<file path="src/rtl/rnd_pkg.sv">
package rnd_pkg;
  localparam int SEED_W    = 32;
  localparam int IDX_SHIFT = 16;
  localparam int Q_W       = SEED_W - IDX_SHIFT;
  localparam logic [SEED_W-1:0] LCG_MUL = 32'd314159;
  localparam logic [SEED_W-1:0] LCG_INC = 32'd1;

  // One step of the linear congruential generator, modulo 2^SEED_W.
  function automatic logic [SEED_W-1:0] lcg_next(input logic [SEED_W-1:0] s);
    return s * LCG_MUL + LCG_INC;
  endfunction

  // The bits that feed the reduction.
  function automatic logic [Q_W-1:0] lcg_upper(input logic [SEED_W-1:0] s);
    return s[SEED_W-1:IDX_SHIFT];
  endfunction
endpackage

</file>
<file path="src/rtl/rnd_lcg_reg.sv">
module rnd_lcg_reg
  import rnd_pkg::*;
(
  input  logic              clk_i,
  input  logic              rst_ni,
  input  logic              advance_i,
  output logic [SEED_W-1:0] seed_o,
  output logic [SEED_W-1:0] next_o
);
  assign next_o = lcg_next(seed_o);

  always_ff @(posedge clk_i) begin
    if (!rst_ni)        seed_o <= '0;
    else if (advance_i) seed_o <= next_o;
  end
endmodule

</file>
<file path="src/rtl/rnd_mod_unit.sv">
module rnd_mod_unit #(
  parameter int Q_W   = 16,
  parameter int DIV_W = 5
) (
  input  logic             clk_i,
  input  logic             rst_ni,
  input  logic             start_i,
  input  logic [Q_W-1:0]   dvd_i,
  input  logic [DIV_W-1:0] div_i,
  output logic             done_o,
  output logic [DIV_W-1:0] rem_o
);
  localparam int RW = DIV_W + 1;
  localparam int CW = $clog2(Q_W) + 1;

  logic             run_q;
  logic [CW-1:0]    cnt_q;
  logic [Q_W-1:0]   shf_q;
  logic [DIV_W-1:0] div_q;
  logic [DIV_W-1:0] rem_q;
  logic [DIV_W-1:0] rem_nx;
  logic             last_w;

  // Restoring remainder step: bring in one dividend bit, subtract if it fits.
  function automatic logic [DIV_W-1:0] rem_step(input logic [DIV_W-1:0] r,
                                                input logic b,
                                                input logic [DIV_W-1:0] d);
    logic [RW-1:0] t;
    t = {r, b};
    if (t >= {1'b0, d}) t = t - {1'b0, d};
    return t[DIV_W-1:0];
  endfunction

  assign rem_nx = rem_step(rem_q, shf_q[Q_W-1], div_q);
  assign last_w = (cnt_q == CW'(Q_W - 1));
  assign done_o = run_q && last_w;
  assign rem_o  = rem_nx;

  always_ff @(posedge clk_i) begin
    if (!rst_ni) begin
      run_q <= 1'b0;
      cnt_q <= '0;
      shf_q <= '0;
      div_q <= '0;
      rem_q <= '0;
    end else if (start_i) begin
      run_q <= 1'b1;
      cnt_q <= '0;
      shf_q <= dvd_i;
      div_q <= div_i;
      rem_q <= '0;
    end else if (run_q) begin
      rem_q <= rem_nx;
      shf_q <= shf_q << 1;
      cnt_q <= cnt_q + CW'(1);
      if (last_w) run_q <= 1'b0;
    end
  end
endmodule

</file>
<file path="src/rtl/rnd_tlb_index.sv">
module rnd_tlb_index #(
  parameter  int ENTRIES = 16,
  localparam int IDX_W   = $clog2(ENTRIES),
  localparam int WIRED_W = IDX_W + 1
) (
  input  logic               clk_i,
  input  logic               rst_ni,
  input  logic               req_i,
  input  logic [WIRED_W-1:0] wired_i,
  output logic [IDX_W-1:0]   idx_o,
  output logic               valid_o
);
  import rnd_pkg::*;

  logic               busy_q;
  logic               accept_w;
  logic               done_w;
  logic [SEED_W-1:0]  seed_q;
  logic [SEED_W-1:0]  seed_nx;
  logic               clamp_w;
  logic               clamp_q;
  logic [WIRED_W-1:0] div_w;
  logic [WIRED_W-1:0] wired_q;
  logic [WIRED_W-1:0] rem_w;

  // Place the remainder above the pinned entries, or saturate to the top.
  function automatic logic [IDX_W-1:0] place(input logic [WIRED_W-1:0] rem,
                                             input logic [WIRED_W-1:0] base,
                                             input logic clamp);
    logic [WIRED_W-1:0] sum;
    sum = rem + base;
    if (clamp) return IDX_W'(ENTRIES - 1);
    return sum[IDX_W-1:0];
  endfunction

  assign accept_w = req_i && !busy_q;
  assign clamp_w  = (wired_i >= WIRED_W'(ENTRIES));
  assign div_w    = clamp_w ? WIRED_W'(1) : (WIRED_W'(ENTRIES) - wired_i);

  rnd_lcg_reg u_lcg (
    .clk_i    (clk_i),
    .rst_ni   (rst_ni),
    .advance_i(accept_w),
    .seed_o   (seed_q),
    .next_o   (seed_nx)
  );

  rnd_mod_unit #(.Q_W(Q_W), .DIV_W(WIRED_W)) u_mod (
    .clk_i  (clk_i),
    .rst_ni (rst_ni),
    .start_i(accept_w),
    .dvd_i  (lcg_upper(seed_nx)),
    .div_i  (div_w),
    .done_o (done_w),
    .rem_o  (rem_w)
  );

  always_ff @(posedge clk_i) begin
    if (!rst_ni) begin
      busy_q  <= 1'b0;
      valid_o <= 1'b0;
      idx_o   <= '0;
      wired_q <= '0;
      clamp_q <= 1'b0;
    end else if (accept_w) begin
      busy_q  <= 1'b1;
      valid_o <= 1'b0;
      wired_q <= wired_i;
      clamp_q <= clamp_w;
    end else if (done_w) begin
      busy_q  <= 1'b0;
      valid_o <= 1'b1;
      idx_o   <= place(rem_w, wired_q, clamp_q);
    end
  end
endmodule

</file>
<file path="config.mk">
export PLATFORM = sky130hd
export DESIGN_NAME = rnd_tlb_index
export DESIGN_NICKNAME = d
export VERILOG_FILES = /design/src/rtl/rnd_pkg.sv /design/src/rtl/rnd_lcg_reg.sv /design/src/rtl/rnd_mod_unit.sv /design/src/rtl/rnd_tlb_index.sv
export SDC_FILE = /design/constraint.sdc
export NUM_CORES = 1
export LEC_CHECK = 0
export CORE_MARGIN = 2
export CORE_UTILIZATION = 60
export CTS_CLUSTER_DIAMETER = 200
export DETAILED_ROUTE_END_ITERATION = 10
export PLACE_DENSITY = 0.81
export SYNTH_ARGS = -nofsm -noshare
export SYNTH_HDL_FRONTEND = slang
export SYNTH_SLANG_ARGS = --single-unit
</file>
<file path="constraint.sdc">
create_clock -name clk_i -period 5.7 [get_ports clk_i]
set_input_delay 0.855 -clock clk_i [delete_from_list [all_inputs] [get_ports clk_i]]
set_output_delay 0.855 -clock clk_i [all_outputs]
set_load 0.005 [all_outputs]
</file>
==> flow_summary.json <==
{
  "clk_pin_slew_ps": 70,
  "synth_compound_area_frac": 0.09992,
  "fin_crit_ps": 5634,
  "stdcell_area_um2": 13090,
  "synth_edf_count": 0,
  "yosys.area_share.xor_xnor": 0.03844,
  "die-area_um2": 20500,
  "hp-class": "reg -> reg",
  "post-synth-top-count-cell": "inv_1",
  "io_buffers": 12,
  "path_cells": "clkinvlp_4 -> buf_4 -> fa_1 -> inv_1 -> ha_1 -> inv_1 -> fa_1 -> inv_1 -> fa_1 -> fa_1 -> inv_1 -> fa_1 -> inv_2 -> ha_4 -> nand2_2 -> or4_4 -> a21o_4 -> a2111oi_4 -> mux2i_1 -> o211ai_1",
  "io_pins": 13,
  "cap_viol_max_count": 0,
  "yosysSeqAreaShare": 0.1292,
  "ctsHoldBuffers": 0,
  "placedCellCount": 1600,
  "path_buf_inv": 7,
  "hold_ws_ps": 473.2,
  "ys_ff_latch": 75,
  "syn_nets": 1639,
  "outcome": "complete, no violations",
  "grt.total_usage": 0.2915,
  "cts_tree": "done",
  "finalClockSkew_ps": 12.04,
  "fin_cells": 1629,
  "critPathLaunchType": "register",
  "post-route-period-util": 0.9884,
  "gp_congestion": 1.004,
  "ys.flop_type": "dfxtp_1",
  "cts_made_buffers": 9,
  "rows": 50,
  "yosys.area_share.simple": 0.07742,
  "synth.area.top_cells": "fa_1 (32%), ha_1 (17%), inv_1 (13%), dfxtp_1 (13%), xnor2_1 (2.7%)",
  "wl_per_cell_um": 17.59,
  "worstMarginPinSlew_ps": 921.3,
  "area_growth_syn_to_layout_pct": 12.63,
  "synth_cells": 1290,
  "detail-route-antenna-nets": 0,
  "grt_pass1_vias": 9513,
  "multi_input_area_um2": 8646,
  "initial_core_util": 0.6171,
  "via_per_inst": 5.460,
  "die_h_um": 143.2,
  "dr.pass1.iters": 5,
  "grt_max_degree": 33,
  "max_clock_freq_mhz": 177.5,
  "place_area_um2": 12430,
  "syn-mean-instance-area_um2": 9.008,
  "yosysTopAreaCell": "fa_1",
  "synth_common_cells": "inv_1 (404), fa_1 (184), ha_1 (157)",
  "fp.dieW_um": 143.2,
  "clkSinkCount": 75,
  "slew_headroom": 0.3843,
  "yosys_warnings": 0,
  "crit_arrival_ps": 5840,
  "cts_buffer_depth": 2,
  "slowest_stage": "or4_4",
  "synth_top_area_frac": 0.3170,
  "synth_top_family_by_area": "adder cells",
  "synth_mux_area_frac": 0.02444,
  "path_class": "reg -> reg",
  "hpwlAfterDp_mm": 22.86,
  "required_ps": 5900,
  "drive_gt1_frac": 0.1264,
  "nets": 1713,
  "vias": 8895,
  "cts-root-buf": "clkbuf_16",
  "grt_first_pass_wirelength_mm": 46.27,
  "synth_cell_types": 64,
  "cts_max_level": 3,
  "antenna_found_initial": 0,
  "worst_path_most_repeated_cell": "fa_1",
  "core_area_um2": 18830,
  "cp_max_fo": 6,
  "rsz0062_at_grt": "true",
  "cpPeakStageDelay_ps": 530,
  "hold_violations": 0,
  "setup_tns_ps": 0,
  "seqCellArea_um2": 1523,
  "syn-cell-area_um2": 11620,
  "synthArstFlopShare": 0,
  "drt_wl_total_mm": 28.66,
  "insertion_delay_ps": 350,
  "first_iter_violations": 592,
  "diodes": 0,
  "crit_family": "adder cells",
  "fillers": 1356,
  "setup_viol": 0,
  "drc": 0,
  "overflow": 0,
  "synthAdderAreaFrac": 0.4861,
  "report.final.slew_viol_count": 0,
  "endpoint_kind": "register"
}
-- layout by cell type (no fill, tap or decap), types with 33 or more instances in the layout --
cell     instances
nand2_1         68
dfxtp_1         64
a21oi_1         46
inv_1          388
buf_4           76
ha_1           147
xnor2_1         36
fa_1           182
nor2_1          42
o21ai_0         33
-- logic make-up (layout without fill, tap and decap cells) --
| kind of cell | Yosys count | after routing |
|---|---|---|
| fa+ha+maj | 341 | 341 |
| compound gates | 175 | 175 |
| xor+xnor | 51 | 51 |
| buf+inv | 433 | 512 |
| mux | 27 | 27 |
| simple gates | 188 | 188 |
| flops | 75 | 75 |
-- cell type report --
type,count,area share
flip-flops and latches,75,0.1163
multi-input cells,782,0.6606
clock inverters,7,0.006597
inverters,404,0.1168
repair buffers,92,0.05755
clock buffers,9,0.01721
well taps,260,0.02486
-- worst paths after layout --
path              cells after the start             start  slack, ps               end
setup / recovery                     20  u_lcg.seed_o[16]         70   u_mod.shf_q[12]
hold / removal                        2  u_lcg.seed_o[31]        470  u_lcg.seed_o[31]
setup reg to reg                     20  u_lcg.seed_o[16]         70   u_mod.shf_q[12]
hold reg to reg                       2  u_lcg.seed_o[31]        470  u_lcg.seed_o[31]
-- per-stage QoR --
stage	utilization	setup WS, ps
final	0.6950	66.34
after global placement	0.6603	91.15
after global routing	0.6950	-121.4
after CTS	0.6779	22.85
after floorplan	-	262.2
after detailed placement	0.6603	8.921
-- timing repair --
action	4_1_cts	5_1_grt
buffers inserted	2	11
setup endpoints to repair	8	31
gates cloned	0	0
resized for setup	3	64
pin swaps	1	24
-- routing by layer --
metal | GRT usage | routed length (um) | up-vias
li1 | - | - | 4108
met4 | 0.1355 | 1640 | 0
met1 | 0.3584 | 11120 | 4332
met2 | 0.4971 | 14140 | 346
met5 | 0 | 0 | -
met3 | 0.05433 | 1760 | 109
-- flip-flops by register name, indices dropped and copies added, names as in the netlist --
name          count
u_mod.cnt_q       5
u_mod.shf_q      16
wired_q           4
busy_q            1
u_mod.run_q       1
u_mod.div_q       5
u_lcg.seed_o     32
u_mod.rem_q       5
idx_o             4
clamp_q           1
valid_o           1
-- worst register-to-register path: stages (launching register included) --
cell and delay [ps]:
dfxtp_4 360, clkinvlp_4 120, buf_4 160, fa_1 490
inv_1 40, ha_1 280, inv_1 80, fa_1 410
inv_1 120, fa_1 460, fa_1 500, inv_1 50
fa_1 520, inv_2 50, ha_4 270, nand2_2 70
or4_4 530, a21o_4 250, a2111oi_4 360, mux2i_1 260
o211ai_1 110
Power is not shown: default switching activity piles up to over one toggle a cycle in this logic, so the estimate is an artifact.
